===== src/rtl/ca_pkg.sv =====
package ca_pkg;

    typedef enum logic [1:0] {
        ST_SEARCH = 2'd0,
        ST_FOUND  = 2'd1,
        ST_STUCK  = 2'd2
    } ca_phase_e;

    localparam bit RULE_90  = 1'b0;
    localparam bit RULE_150 = 1'b1;

endpackage


===== src/rtl/ca_cell_array.sv =====
module ca_cell_array #(
    parameter int                N_CELLS  = 4,
    parameter logic [N_CELLS-1:0] RULE_VEC = '0
) (
    input  logic [N_CELLS-1:0] cur_i,
    output logic [N_CELLS-1:0] nxt_o
);
    import ca_pkg::*;

    localparam int LAST = N_CELLS - 1;

    // padded copy: bit 0 and bit N_CELLS+1 are the constant-zero ends
    logic [N_CELLS+1:0] padded;
    assign padded = {1'b0, cur_i, 1'b0};

    for (genvar i = 0; i <= LAST; i++) begin : g_cell
        logic left_nb;
        logic right_nb;
        assign left_nb  = padded[i];
        assign right_nb = padded[i+2];
        if (RULE_VEC[i] == RULE_150) begin : g_r150
            assign nxt_o[i] = left_nb ^ cur_i[i] ^ right_nb;
        end else begin : g_r90
            assign nxt_o[i] = left_nb ^ right_nb;
        end
    end

endmodule


===== src/rtl/ca_state_reg.sv =====
module ca_state_reg #(
    parameter int                N_CELLS    = 4,
    parameter logic [N_CELLS-1:0] RESET_SEED = 1
) (
    input  logic               clk_i,
    input  logic               rst_i,
    input  logic               load_i,
    input  logic [N_CELLS-1:0] seed_i,
    input  logic               run_i,
    input  logic [N_CELLS-1:0] nxt_i,
    output logic [N_CELLS-1:0] cells_o
);

    always_ff @(posedge clk_i) begin
        if (rst_i) begin
            cells_o <= RESET_SEED;
        end else if (load_i) begin
            cells_o <= seed_i;
        end else if (run_i) begin
            cells_o <= nxt_i;
        end
    end

    // idle clocks leave the cells untouched
    a_r4_hold: assert property (@(posedge clk_i) disable iff (rst_i)
        (!load_i && !run_i) |=> $stable(cells_o));

    // a load wins over a step
    a_r5_load_wins: assert property (@(posedge clk_i) disable iff (rst_i)
        load_i |=> (cells_o == $past(seed_i)));

endmodule


===== src/rtl/ca_period_ctrl.sv =====
module ca_period_ctrl #(
    parameter int                N_CELLS    = 4,
    parameter logic [N_CELLS-1:0] RESET_SEED = 1
) (
    input  logic               clk_i,
    input  logic               rst_i,
    input  logic               load_i,
    input  logic [N_CELLS-1:0] seed_i,
    input  logic               run_i,
    input  logic [N_CELLS-1:0] nxt_i,
    input  logic [N_CELLS-1:0] cells_i,
    output logic [N_CELLS-1:0] period_o,
    output logic               period_vld_o,
    output logic               zero_err_o
);
    import ca_pkg::*;

    localparam int CNT_W = N_CELLS;

    ca_phase_e          phase_q, phase_d;
    logic [N_CELLS-1:0] seed_q;
    logic [CNT_W-1:0]   steps_q;
    logic [CNT_W-1:0]   steps_inc;
    logic               hit;

    assign steps_inc = steps_q + 1'b1;
    assign hit       = run_i && (nxt_i == seed_q);

    // next-phase logic
    always_comb begin
        phase_d = phase_q;
        if (load_i) begin
            phase_d = (seed_i == '0) ? ST_STUCK : ST_SEARCH;
        end else begin
            unique case (phase_q)
                ST_SEARCH: if (hit) phase_d = ST_FOUND;
                ST_FOUND:  phase_d = ST_FOUND;
                ST_STUCK:  phase_d = ST_STUCK;
                default:   phase_d = ST_SEARCH;
            endcase
        end
    end

    // phase register with seed, step counter and period
    always_ff @(posedge clk_i) begin
        if (rst_i) begin
            phase_q  <= ST_SEARCH;
            seed_q   <= RESET_SEED;
            steps_q  <= '0;
            period_o <= '0;
        end else begin
            phase_q <= phase_d;
            if (load_i) begin
                seed_q   <= seed_i;
                steps_q  <= '0;
                period_o <= '0;
            end else if (run_i && phase_q == ST_SEARCH) begin
                steps_q <= steps_inc;
                if (hit) period_o <= steps_inc;
            end
        end
    end

    // outputs
    always_comb begin
        period_vld_o = 1'b0;
        zero_err_o   = 1'b0;
        unique case (phase_q)
            ST_SEARCH: ;
            ST_FOUND:  period_vld_o = 1'b1;
            ST_STUCK:  zero_err_o   = 1'b1;
            default:   ;
        endcase
    end

    // zero seed raises the error flag
    a_r7_zero_flag: assert property (@(posedge clk_i) disable iff (rst_i)
        (load_i && seed_i == '0) |=> zero_err_o);

    // the period is reported on the step that reaches the seed again
    a_r6_return_seen: assert property (@(posedge clk_i) disable iff (rst_i)
        $rose(period_vld_o) |-> (cells_i == seed_q));

    // a reported period is never zero
    a_r6_nonzero: assert property (@(posedge clk_i) disable iff (rst_i)
        period_vld_o |-> (period_o != '0));

    // a nonzero load restarts the search
    a_r6_load_clears: assert property (@(posedge clk_i) disable iff (rst_i)
        (load_i && seed_i != '0) |=> (!period_vld_o && !zero_err_o));

endmodule


===== src/rtl/ca_pattern_gen.sv =====
module ca_pattern_gen #(
    parameter int                N_CELLS    = 4,
    parameter logic [N_CELLS-1:0] RULE_VEC   = 4'b1010,
    parameter logic [N_CELLS-1:0] RESET_SEED = 1
) (
    input  logic               clk_i,
    input  logic               rst_i,
    input  logic               load_i,
    input  logic [N_CELLS-1:0] seed_i,
    input  logic               run_i,
    output logic [N_CELLS-1:0] state_o,
    output logic [N_CELLS-1:0] period_o,
    output logic               period_vld_o,
    output logic               zero_err_o
);

    logic [N_CELLS-1:0] nxt;

    ca_cell_array #(
        .N_CELLS (N_CELLS),
        .RULE_VEC(RULE_VEC)
    ) u_array (
        .cur_i(state_o),
        .nxt_o(nxt)
    );

    ca_state_reg #(
        .N_CELLS   (N_CELLS),
        .RESET_SEED(RESET_SEED)
    ) u_cells (
        .clk_i  (clk_i),
        .rst_i  (rst_i),
        .load_i (load_i),
        .seed_i (seed_i),
        .run_i  (run_i),
        .nxt_i  (nxt),
        .cells_o(state_o)
    );

    ca_period_ctrl #(
        .N_CELLS   (N_CELLS),
        .RESET_SEED(RESET_SEED)
    ) u_period (
        .clk_i       (clk_i),
        .rst_i       (rst_i),
        .load_i      (load_i),
        .seed_i      (seed_i),
        .run_i       (run_i),
        .nxt_i       (nxt),
        .cells_i     (state_o),
        .period_o    (period_o),
        .period_vld_o(period_vld_o),
        .zero_err_o  (zero_err_o)
    );

endmodule


===== config.mk =====
export PLATFORM = sky130hd
export DESIGN_NAME = ca_pattern_gen
export DESIGN_NICKNAME = d
export VERILOG_FILES = /design/src/rtl/ca_pkg.sv /design/src/rtl/ca_cell_array.sv /design/src/rtl/ca_state_reg.sv /design/src/rtl/ca_period_ctrl.sv /design/src/rtl/ca_pattern_gen.sv
export SDC_FILE = /design/constraint.sdc
export NUM_CORES = 1
export LEC_CHECK = 0
export BUFFER_PORTS_ARGS = -buffer_cell sky130_fd_sc_hd__buf_2
export CAP_MARGIN = 30
export CORE_UTILIZATION = 52
export CTS_CLUSTER_DIAMETER = 30
export DETAILED_ROUTE_END_ITERATION = 16
export PLACE_DENSITY_LB_ADDON = 0.2
export SYNTH_ARGS = -nofsm -noshare
export SYNTH_HDL_FRONTEND = slang
export SYNTH_SLANG_ARGS = --single-unit

===== constraint.sdc =====
create_clock -name clk_i -period 1.85 [get_ports clk_i]
set_input_delay 0.185 -clock clk_i [delete_from_list [all_inputs] [get_ports clk_i]]
set_output_delay 0.185 -clock clk_i [all_outputs]
set_load 0.005 [all_outputs]

==> flow_summary.html, run 1 <==
<table>
<tr><th>Metric</th><th>Value</th></tr>
<tr><th colspan="2">Floorplan</th></tr>
<tr><td>Initial Utilization</td><td>57.6%</td></tr>
<tr><td>Top-Level Pins</td><td>18</td></tr>
<tr><td>Area of the core</td><td>1560 um^2</td></tr>
<tr><td>Chip width</td><td>43.6 um</td></tr>
<tr><td>Die area</td><td>about 1900 um^2</td></tr>
<tr><td>Die outline height</td><td>43.6 um</td></tr>
<tr><td>Num rows</td><td>14</td></tr>
<tr><th colspan="2">Synth</th></tr>
<tr><td>Share of synthesized flip-flops with an asynchronous set or reset</td><td>0%</td></tr>
<tr><td>Leading cell types by total area after synthesis</td><td>dfxtp_1, mux2i_1, xor2_1</td></tr>
<tr><td>Most repeated cell in the gate-level netlist after synthesis</td><td>dfxtp_1</td></tr>
<tr><td>Number of warnings issued by yosys</td><td>0</td></tr>
<tr><td>Post-synthesis average cell area</td><td>between 9 and 10 um^2</td></tr>
<tr><td>Flop and latch count out of synthesis</td><td>18</td></tr>
<tr><td>Most numerous cell types in the synthesized netlist</td><td>dfxtp_1, nor2_1, mux2i_1, nand2_1, xor2_1</td></tr>
<tr><td>Flip-flop cell with the highest count after synthesis</td><td>dfxtp_1</td></tr>
<tr><td>Share of the yosys chip area belonging to registers</td><td>40.1%</td></tr>
<tr><td>Biggest area consumer among synthesized cells</td><td>dfxtp_1</td></tr>
<tr><td>Share of the synthesized area in the top cell type</td><td>between 40% and 50%</td></tr>
<tr><td>Area of the mapped netlist</td><td>898 um^2</td></tr>
<tr><td>Post-synthesis instance total</td><td>just over 90</td></tr>
<tr><td>Post-synth EDFFs</td><td>0</td></tr>
<tr><td>Count of distinct cell types in the synthesized netlist</td><td>27</td></tr>
<tr><td>Post-Syn Nets</td><td>roughly 100</td></tr>
<tr><th colspan="2">CTS</th></tr>
<tr><td>CTS tree</td><td>done</td></tr>
<tr><td>CTS hold repair buffers</td><td>0</td></tr>
<tr><td>Sinks on Clock Net</td><td>18</td></tr>
<tr><td>H-tree depth</td><td>1</td></tr>
<tr><td>Post-CTS setup buffer count</td><td>0</td></tr>
<tr><td>Worst skew pair latency</td><td>between 200 and 300 ps</td></tr>
<tr><td>Inserted Clock Buffers</td><td>3</td></tr>
<tr><td>Clock root buffer</td><td>clkbuf_4</td></tr>
<tr><td>Clock Pin Slew Worst Setup and Hold Paths</td><td>110 ps</td></tr>
<tr><td># resized after CTS</td><td>0</td></tr>
<tr><td>Clock Tree Buf Depth</td><td>2</td></tr>
<tr><th colspan="2">Outcome</th></tr>
<tr><td>Violated checks</td><td>DRC</td></tr>
<tr><td>Run status</td><td>finished with violations</td></tr>
<tr><th colspan="2">Power and ir drop</th></tr>
<tr><td>Pwr per Cell Area</td><td>~760 nW/um^2</td></tr>
<tr><td>Int Pwr</td><td>a little under 0.0006 W</td></tr>
<tr><td>Clock group share of total power</td><td>between 30% and 40%</td></tr>
<tr><td>Max VDD drop</td><td>473 uV</td></tr>
<tr><td>Combinational cell fraction of total power</td><td>15.4%</td></tr>
<tr><td>Leak pwr</td><td>between 0.4 and 0.5 nW</td></tr>
<tr><td>Net switching fraction of the power</td><td>about a quarter</td></tr>
<tr><td>Net switching power</td><td>between 0.0002 and 0.00025 W</td></tr>
<tr><td>Power share of the sequential group</td><td>between 50 and 60%</td></tr>
<tr><th colspan="2">Setup path</th></tr>
<tr><td>Slowest stage cell on the critical path</td><td>xor3_1</td></tr>
<tr><td>Reg-to-reg slack, setup</td><td>between 150 and 200 ps</td></tr>
<tr><td>Cell breakdown of the critical path</td><td>xor3_1 &gt; nor4_4 &gt; o211a_1 &gt; mux2i_1</td></tr>
<tr><td>Worst Path Arrival</td><td>approximately 1900 ps</td></tr>
<tr><td>Required time at the worst-slack endpoint</td><td>between 2000 and 2500 ps</td></tr>
<tr><td>Buf+Inv Stages, Crit Path</td><td>0</td></tr>
<tr><td>Family of cells with the greatest summed delay on the critical path</td><td>XOR/XNOR gates</td></tr>
<tr><td>CP Max Fanout</td><td>4</td></tr>
<tr><td>Reg-to-Reg Start</td><td>u_cells.cells_o[0]$_SDFFE_PP1P_</td></tr>
<tr><td>Terminus of the critical flop-to-flop path</td><td>u_period.period_o[1]$_SDFFE_PP0P_</td></tr>
<tr><td>Kind of capture point of the worst setup path</td><td>flop</td></tr>
<tr><td>Delay of the slowest cell on the worst path</td><td>~480 ps</td></tr>
<tr><td>Nature of the critical path startpoint</td><td>flop</td></tr>
<tr><td>Depth of the worst register-to-register path</td><td>4</td></tr>
<tr><td>Type of the setup path with the least slack</td><td>reg -&gt; reg</td></tr>
<tr><th colspan="2">Drt</th></tr>
<tr><td>Initial DRT Pass Iterations</td><td>10</td></tr>
<tr><td>Final wirelength</td><td>~1700 um</td></tr>
<tr><td>Routed vias</td><td>~700</td></tr>
<tr><td>Number of DRC markers after the initial detailed-route iteration</td><td>14</td></tr>
<tr><td>DRC violation count after routing</td><td>2</td></tr>
<tr><td>Vias per Instance</td><td>around 5.5</td></tr>
<tr><td>Average routed wire per standard cell</td><td>between 10 and 15 um</td></tr>
<tr><td>Antenna-violating nets left</td><td>0</td></tr>
<tr><th colspan="2">Global routing</th></tr>
<tr><td>Maximum number of pins on one net before global-route repair</td><td>13</td></tr>
<tr><td>Antenna violations before repair</td><td>0</td></tr>
<tr><td>Overall overflow remaining after global route</td><td>0</td></tr>
<tr><td>Number of global-route vias before repair</td><td>656</td></tr>
<tr><td>Global-route wire length before repair</td><td>roughly 2800 um</td></tr>
<tr><td>Global-route total usage across every layer</td><td>between 10% and 20%</td></tr>
<tr><th colspan="2">Cells and area</th></tr>
<tr><td>Number of nets in the finished design</td><td>122</td></tr>
<tr><td>Area of the multi-input gates</td><td>between 500 and 600 um^2</td></tr>
<tr><td>End-of-flow core utilization</td><td>66.0%</td></tr>
<tr><td>Share of cells above drive strength 1</td><td>about 25%</td></tr>
<tr><td>Fillcell total</td><td>between 100 and 150</td></tr>
<tr><td>Layout-stage area growth over the synthesis result</td><td>14.5%</td></tr>
<tr><td>Final standard cell area without fillers</td><td>between 1000 and 1500 um^2</td></tr>
<tr><td>Area taken by flip-flops and latches</td><td>approximately 360 um^2</td></tr>
<tr><td>Number of antenna cells inserted</td><td>0</td></tr>
<tr><th colspan="2">STA</th></tr>
<tr><td>Number of setup violations in the final report</td><td>0</td></tr>
<tr><td>Timing-limited maximum frequency</td><td>597 MHz</td></tr>
<tr><td>Max-slew violation count</td><td>0</td></tr>
<tr><td>Worst slew margin</td><td>65.3%</td></tr>
<tr><td>Shortest period the worst path allows</td><td>roughly 1700 ps</td></tr>
<tr><td>Fin crit share</td><td>about nine tenths</td></tr>
<tr><td>Number of hold violations in the final report</td><td>0</td></tr>
<tr><td>Final TNS setup</td><td>0 ps</td></tr>
<tr><td>Setup repair after global routing missed its margin</td><td>no</td></tr>
<tr><td>Setup clock skew after layout</td><td>approximately 8 ps</td></tr>
<tr><td>Worst slew pin tran</td><td>between 500 and 600 ps</td></tr>
<tr><th colspan="2">Min path</th></tr>
<tr><td>Hold depth</td><td>3</td></tr>
<tr><td>HP Start</td><td>seed_i[1]</td></tr>
<tr><td>Class of the worst hold path</td><td>in -&gt; reg</td></tr>
<tr><td>Worst Hold End</td><td>u_period.seed_q[1]$_SDFFE_PP0P_</td></tr>
<tr><th colspan="2">Placed design</th></tr>
<tr><td>Last weighted congestion value of the routability-driven placer</td><td>approximately 0.75</td></tr>
<tr><td>Detailed placer's ending HPWL</td><td>~1300 um</td></tr>
<tr><td>Post-place instance area</td><td>992 um^2</td></tr>
<tr><td>Number of buffer cells added on primary ports</td><td>17</td></tr>
<tr><th colspan="2">Run</th></tr>
<tr><td>Number of max-cap violations</td><td>0</td></tr>
</table>
sequential cells by signal, indices dropped and copies added (netlist names):
signal	flops
u_cells.cells_o	4
u_period.period_o	4
u_period.phase_q	2
u_period.seed_q	4
u_period.steps_q	4
worst max-delay path by stage:
| stage | slack (ps) | depth (start not counted) | end | start |
|---|---|---|---|---|
| after global routing | 90 | 4 | u_period.period_o[1]$_SDFFE_PP0P_ | u_cells.cells_o[0]$_SDFFE_PP1P_ |
| final | 180 | 4 | u_period.period_o[1]$_SDFFE_PP0P_ | u_cells.cells_o[0]$_SDFFE_PP1P_ |
| after detailed placement | 200 | 4 | u_period.period_o[1]$_SDFFE_PP0P_ | u_cells.cells_o[0]$_SDFFE_PP1P_ |
| after global placement | 290 | 4 | u_period.period_o[1]$_SDFFE_PP0P_ | u_cells.cells_o[0]$_SDFFE_PP1P_ |
| after floorplan | 300 | 4 | u_period.period_o[0]$_SDFFE_PP0P_ | u_cells.cells_o[0]$_SDFFE_PP1P_ |
| after CTS | 170 | 4 | u_period.period_o[1]$_SDFFE_PP0P_ | u_cells.cells_o[0]$_SDFFE_PP1P_ |
power groups by stage:
stage          clock [W]  sequential, W  combinational, W
3_5_place_dp           0       0.000430          0.000119
4_1_cts         0.000252       0.000421          0.000120
5_1_grt         0.000266       0.000423          0.000131
6_report        0.000241       0.000421          0.000121
3_3_place_gp           0       0.000429          0.000118
2_1_floorplan          0       0.000427         0.0000884
stage by stage:
step	std cells	total power [W]	setup slack (ps)	hold slack [ps]
floorplan	93	0.000516	299	329
global placement	124	0.000547	289	442
detailed placement	124	0.000549	201	456
finish	128	0.000783	176	163
global route	128	0.000820	94.4	183
CTS	128	0.000792	171	153
cell usage in the layout, fill, tap and decap left out:
cell type	n
a211oi_1	3
a211oi_2	1
a21oi_1	1
and4_4	1
buf_2	17
buf_4	1
clkbuf_4	3
clkbuf_8	1
dfxtp_1	18
ha_1	1
inv_1	2
mux2i_1	10
nand2_1	10
nand3_1	1
nand4_1	1
nor2_1	16
nor2b_1	2
nor3b_2	1
nor4_1	1
nor4_4	1
o211a_1	1
o211ai_1	1
o211ai_2	1
o21bai_1	2
or2_2	1
or3_1	1
xnor2_1	5
xor2_1	7
xor3_1	1
routing by layer:
metal	global-route usage (%)	wire length, um
met5	0	0
met4	9.38	17
met3	2.50	51
met2	29.6	736
met1	28.4	906
kinds of logic (layout without fill, tap and decap cells):
family / Yosys count / count (layout) / synth area share, %
buf+inv: 5 / 24 / 2.93
flops: 18 / 18 / 40.1
compound gates: 10 / 10 / 9.47
simple gates: 36 / 36 / 20.6
fa+ha+maj: 1 / 1 / 1.39
mux: 10 / 10 / 11.1
xor+xnor: 13 / 13 / 14.3
cell type report:
type	count	share of cell area [%]
clock buffers	4	3.53
inverters	2	0.730
multi-input cells	70	49.8
flip-flops and latches	18	35.0
well taps	16	1.95
repair buffers	18	9.00
worst register-to-register path, delay by kind of cell, from the launching register on:
kind	cells	cell delay (ps)
xor gates and xnor gates	1	480
and+or+nand+nor	1	300
AOI/OAI and AO/OA	1	230
muxes	1	200
DFF	1	390
Power figures use the tool's default switching activity.
==> inputs of run 2 (changes only) <==
CORE_ASPECT_RATIO = 0.8   (was not set)
==> flow_summary.html, run 2 (same netlist as run 1, synthesis figures left out) <==
<table>
<tr><th>Metric</th><th>Value</th></tr>
<tr><th colspan="2">Outcome</th></tr>
<tr><td>Run status</td><td>completed</td></tr>
<tr><th colspan="2">STA</th></tr>
<tr><td>Setup repair after global routing missed its margin</td><td>no</td></tr>
<tr><td>Shortest period the worst path allows</td><td>1650 ps</td></tr>
<tr><td>Final TNS setup</td><td>0 ps</td></tr>
<tr><td>Worst slew pin tran</td><td>~490 ps</td></tr>
<tr><td>Worst slew margin</td><td>between 60 and 70%</td></tr>
<tr><td>Number of hold violations in the final report</td><td>0</td></tr>
<tr><td>Setup clock skew after layout</td><td>around 15 ps</td></tr>
<tr><td>Fin crit share</td><td>89.3%</td></tr>
<tr><td>Timing-limited maximum frequency</td><td>slightly above 600 MHz</td></tr>
<tr><td>Number of setup violations in the final report</td><td>0</td></tr>
<tr><td>Max-slew violation count</td><td>0</td></tr>
<tr><th colspan="2">Drt</th></tr>
<tr><td>DRC violation count after routing</td><td>0</td></tr>
<tr><td>Antenna-violating nets left</td><td>0</td></tr>
<tr><td>Average routed wire per standard cell</td><td>12.2 um</td></tr>
<tr><td>Routed vias</td><td>~700</td></tr>
<tr><td>Vias per Instance</td><td>5.22</td></tr>
<tr><td>Final wirelength</td><td>between 1500 and 2000 um</td></tr>
<tr><td>Initial DRT Pass Iterations</td><td>4</td></tr>
<tr><td>Number of DRC markers after the initial detailed-route iteration</td><td>21</td></tr>
<tr><th colspan="2">Cells and area</th></tr>
<tr><td>Share of cells above drive strength 1</td><td>25.0%</td></tr>
<tr><td>Layout-stage area growth over the synthesis result</td><td>15.3%</td></tr>
<tr><td>Most common cell after layout, fill and taps aside</td><td>dfxtp_1</td></tr>
<tr><td>Most frequent cells in the layout</td><td>dfxtp_1, buf_2, nor2_1, nand2_1, mux2i_1</td></tr>
<tr><td>Final standard cell area without fillers</td><td>1040 um^2</td></tr>
<tr><td>Count of non-filler cells in the finished layout</td><td>134</td></tr>
<tr><td>Number of antenna cells inserted</td><td>0</td></tr>
<tr><td>Number of nets in the finished design</td><td>approximately 120</td></tr>
<tr><th colspan="2">Global routing</th></tr>
<tr><td>Antenna violations before repair</td><td>0</td></tr>
<tr><td>Overall overflow remaining after global route</td><td>0</td></tr>
<tr><td>Maximum number of pins on one net before global-route repair</td><td>13</td></tr>
<tr><td>Global-route wire length before repair</td><td>approximately 2600 um</td></tr>
<tr><td>Number of global-route vias before repair</td><td>609</td></tr>
<tr><td>Global-route total usage across every layer</td><td>about 20%</td></tr>
<tr><th colspan="2">CTS</th></tr>
<tr><td>H-tree depth</td><td>1</td></tr>
<tr><td>Sinks on Clock Net</td><td>18</td></tr>
<tr><td>Clock Tree Buf Depth</td><td>2</td></tr>
<tr><td>Post-CTS setup buffer count</td><td>0</td></tr>
<tr><td># resized after CTS</td><td>0</td></tr>
<tr><td>Worst skew pair latency</td><td>roughly 300 ps</td></tr>
<tr><td>Clock Pin Slew Worst Setup and Hold Paths</td><td>roughly 110 ps</td></tr>
<tr><td>CTS hold repair buffers</td><td>0</td></tr>
<tr><td>Inserted Clock Buffers</td><td>3</td></tr>
<tr><td>Clock root buffer</td><td>clkbuf_4</td></tr>
<tr><td>CTS tree</td><td>done</td></tr>
<tr><th colspan="2">Min path</th></tr>
<tr><td>Hold depth</td><td>3</td></tr>
<tr><td>Class of the worst hold path</td><td>in -&gt; reg</td></tr>
<tr><th colspan="2">Floorplan</th></tr>
<tr><td>Top-Level Pins</td><td>18</td></tr>
<tr><td>Chip width</td><td>around 48 um</td></tr>
<tr><td>Initial Utilization</td><td>55.2%</td></tr>
<tr><td>Area of the core</td><td>approximately 1600 um^2</td></tr>
<tr><td>Die outline height</td><td>approximately 39 um</td></tr>
<tr><td>Die area</td><td>about 1900 um^2</td></tr>
<tr><td>Num rows</td><td>13</td></tr>
<tr><th colspan="2">Setup path</th></tr>
<tr><td>Kind of capture point of the worst setup path</td><td>flop</td></tr>
<tr><td>Required time at the worst-slack endpoint</td><td>roughly 2100 ps</td></tr>
<tr><td>CP Max Fanout</td><td>4</td></tr>
<tr><td>Nature of the critical path startpoint</td><td>flop</td></tr>
<tr><td>Depth of the worst register-to-register path</td><td>4</td></tr>
<tr><td>Type of the setup path with the least slack</td><td>reg -&gt; reg</td></tr>
<tr><td>Worst Path Arrival</td><td>~1900 ps</td></tr>
<tr><th colspan="2">Placed design</th></tr>
<tr><td>Last weighted congestion value of the routability-driven placer</td><td>a little under 0.8</td></tr>
<tr><td>Post-Place Cells</td><td>130</td></tr>
<tr><td>Number of buffer cells added on primary ports</td><td>17</td></tr>
<tr><td>Detailed placer's ending HPWL</td><td>between 1000 and 1500 um</td></tr>
<tr><td>Post-place instance area</td><td>1000 um^2</td></tr>
<tr><th colspan="2">Power and ir drop</th></tr>
<tr><td>Pwr per Cell Area</td><td>around 750 nW/um^2</td></tr>
<tr><td>Max VDD drop</td><td>between 700 and 800 uV</td></tr>
<tr><td>Leak pwr</td><td>0.477 nW</td></tr>
<tr><th colspan="2">Run</th></tr>
<tr><td>Number of max-cap violations</td><td>0</td></tr>
</table>
## run 2: cell counts in the layout (fill, tap and decap cells not counted)
Identical to the previous run, type by type.
## run 2: worst paths after layout
path              slack [ps]                         startpoint                                end
setup reg to reg         200    u_cells.cells_o[0]$_SDFFE_PP1P_  u_period.period_o[1]$_SDFFE_PP0P_
setup / recovery         200    u_cells.cells_o[0]$_SDFFE_PP1P_  u_period.period_o[1]$_SDFFE_PP0P_
hold reg to reg          470  u_period.period_o[3]$_SDFFE_PP0P_  u_period.period_o[3]$_SDFFE_PP0P_
hold / removal           150                          seed_i[2]    u_cells.cells_o[2]$_SDFFE_PP0P_
## run 2: critical path, stage by stage, from the launching register on
cell and delay, ps:
dfxtp_1 400, xor3_1 480, nor4_4 290, o211a_1 230, mux2i_1 190
## run 2: power by group
part / internal, W / switching (W)
clock network: 0.000120 / 0.000121
registers: 0.000402 / 0.0000185
logic: 0.0000576 / 0.0000621
total: 0.000580 / 0.000202
## run 2: layer usage
metal | global-route usage (%) | part of all wire [%]
met4 | 6.62 | 0.80
met3 | 7.06 | 5.0
met5 | 0 | 0
met2 | 30.6 | 42
met1 | 25.0 | 52
## run 2: cell type report
| type | count | area, um^2 |
|---|---|---|
| repair buffers | 18 | 92.6 |
| clock buffers | 4 | 36.3 |
| multi-input cells | 70 | 512 |
| well taps | 22 | 27.5 |
| fillers | 157 | 591 |
| inverters | 2 | 7.51 |
| flip-flops and latches | 18 | 360 |
## run 2: per-stage QoR
stage | total power (W) | hold slack, ps | utilization [%] | setup WS [ps]
floorplan | 0.000516 | 329 | - | 299
global placement | 0.000547 | 443 | 61.5 | 291
detailed placement | 0.000549 | 454 | 61.5 | 224
CTS | 0.000786 | 155 | 63.7 | 204
global route | 0.000818 | 150 | 63.7 | 122
finish | 0.000782 | 155 | 63.7 | 197
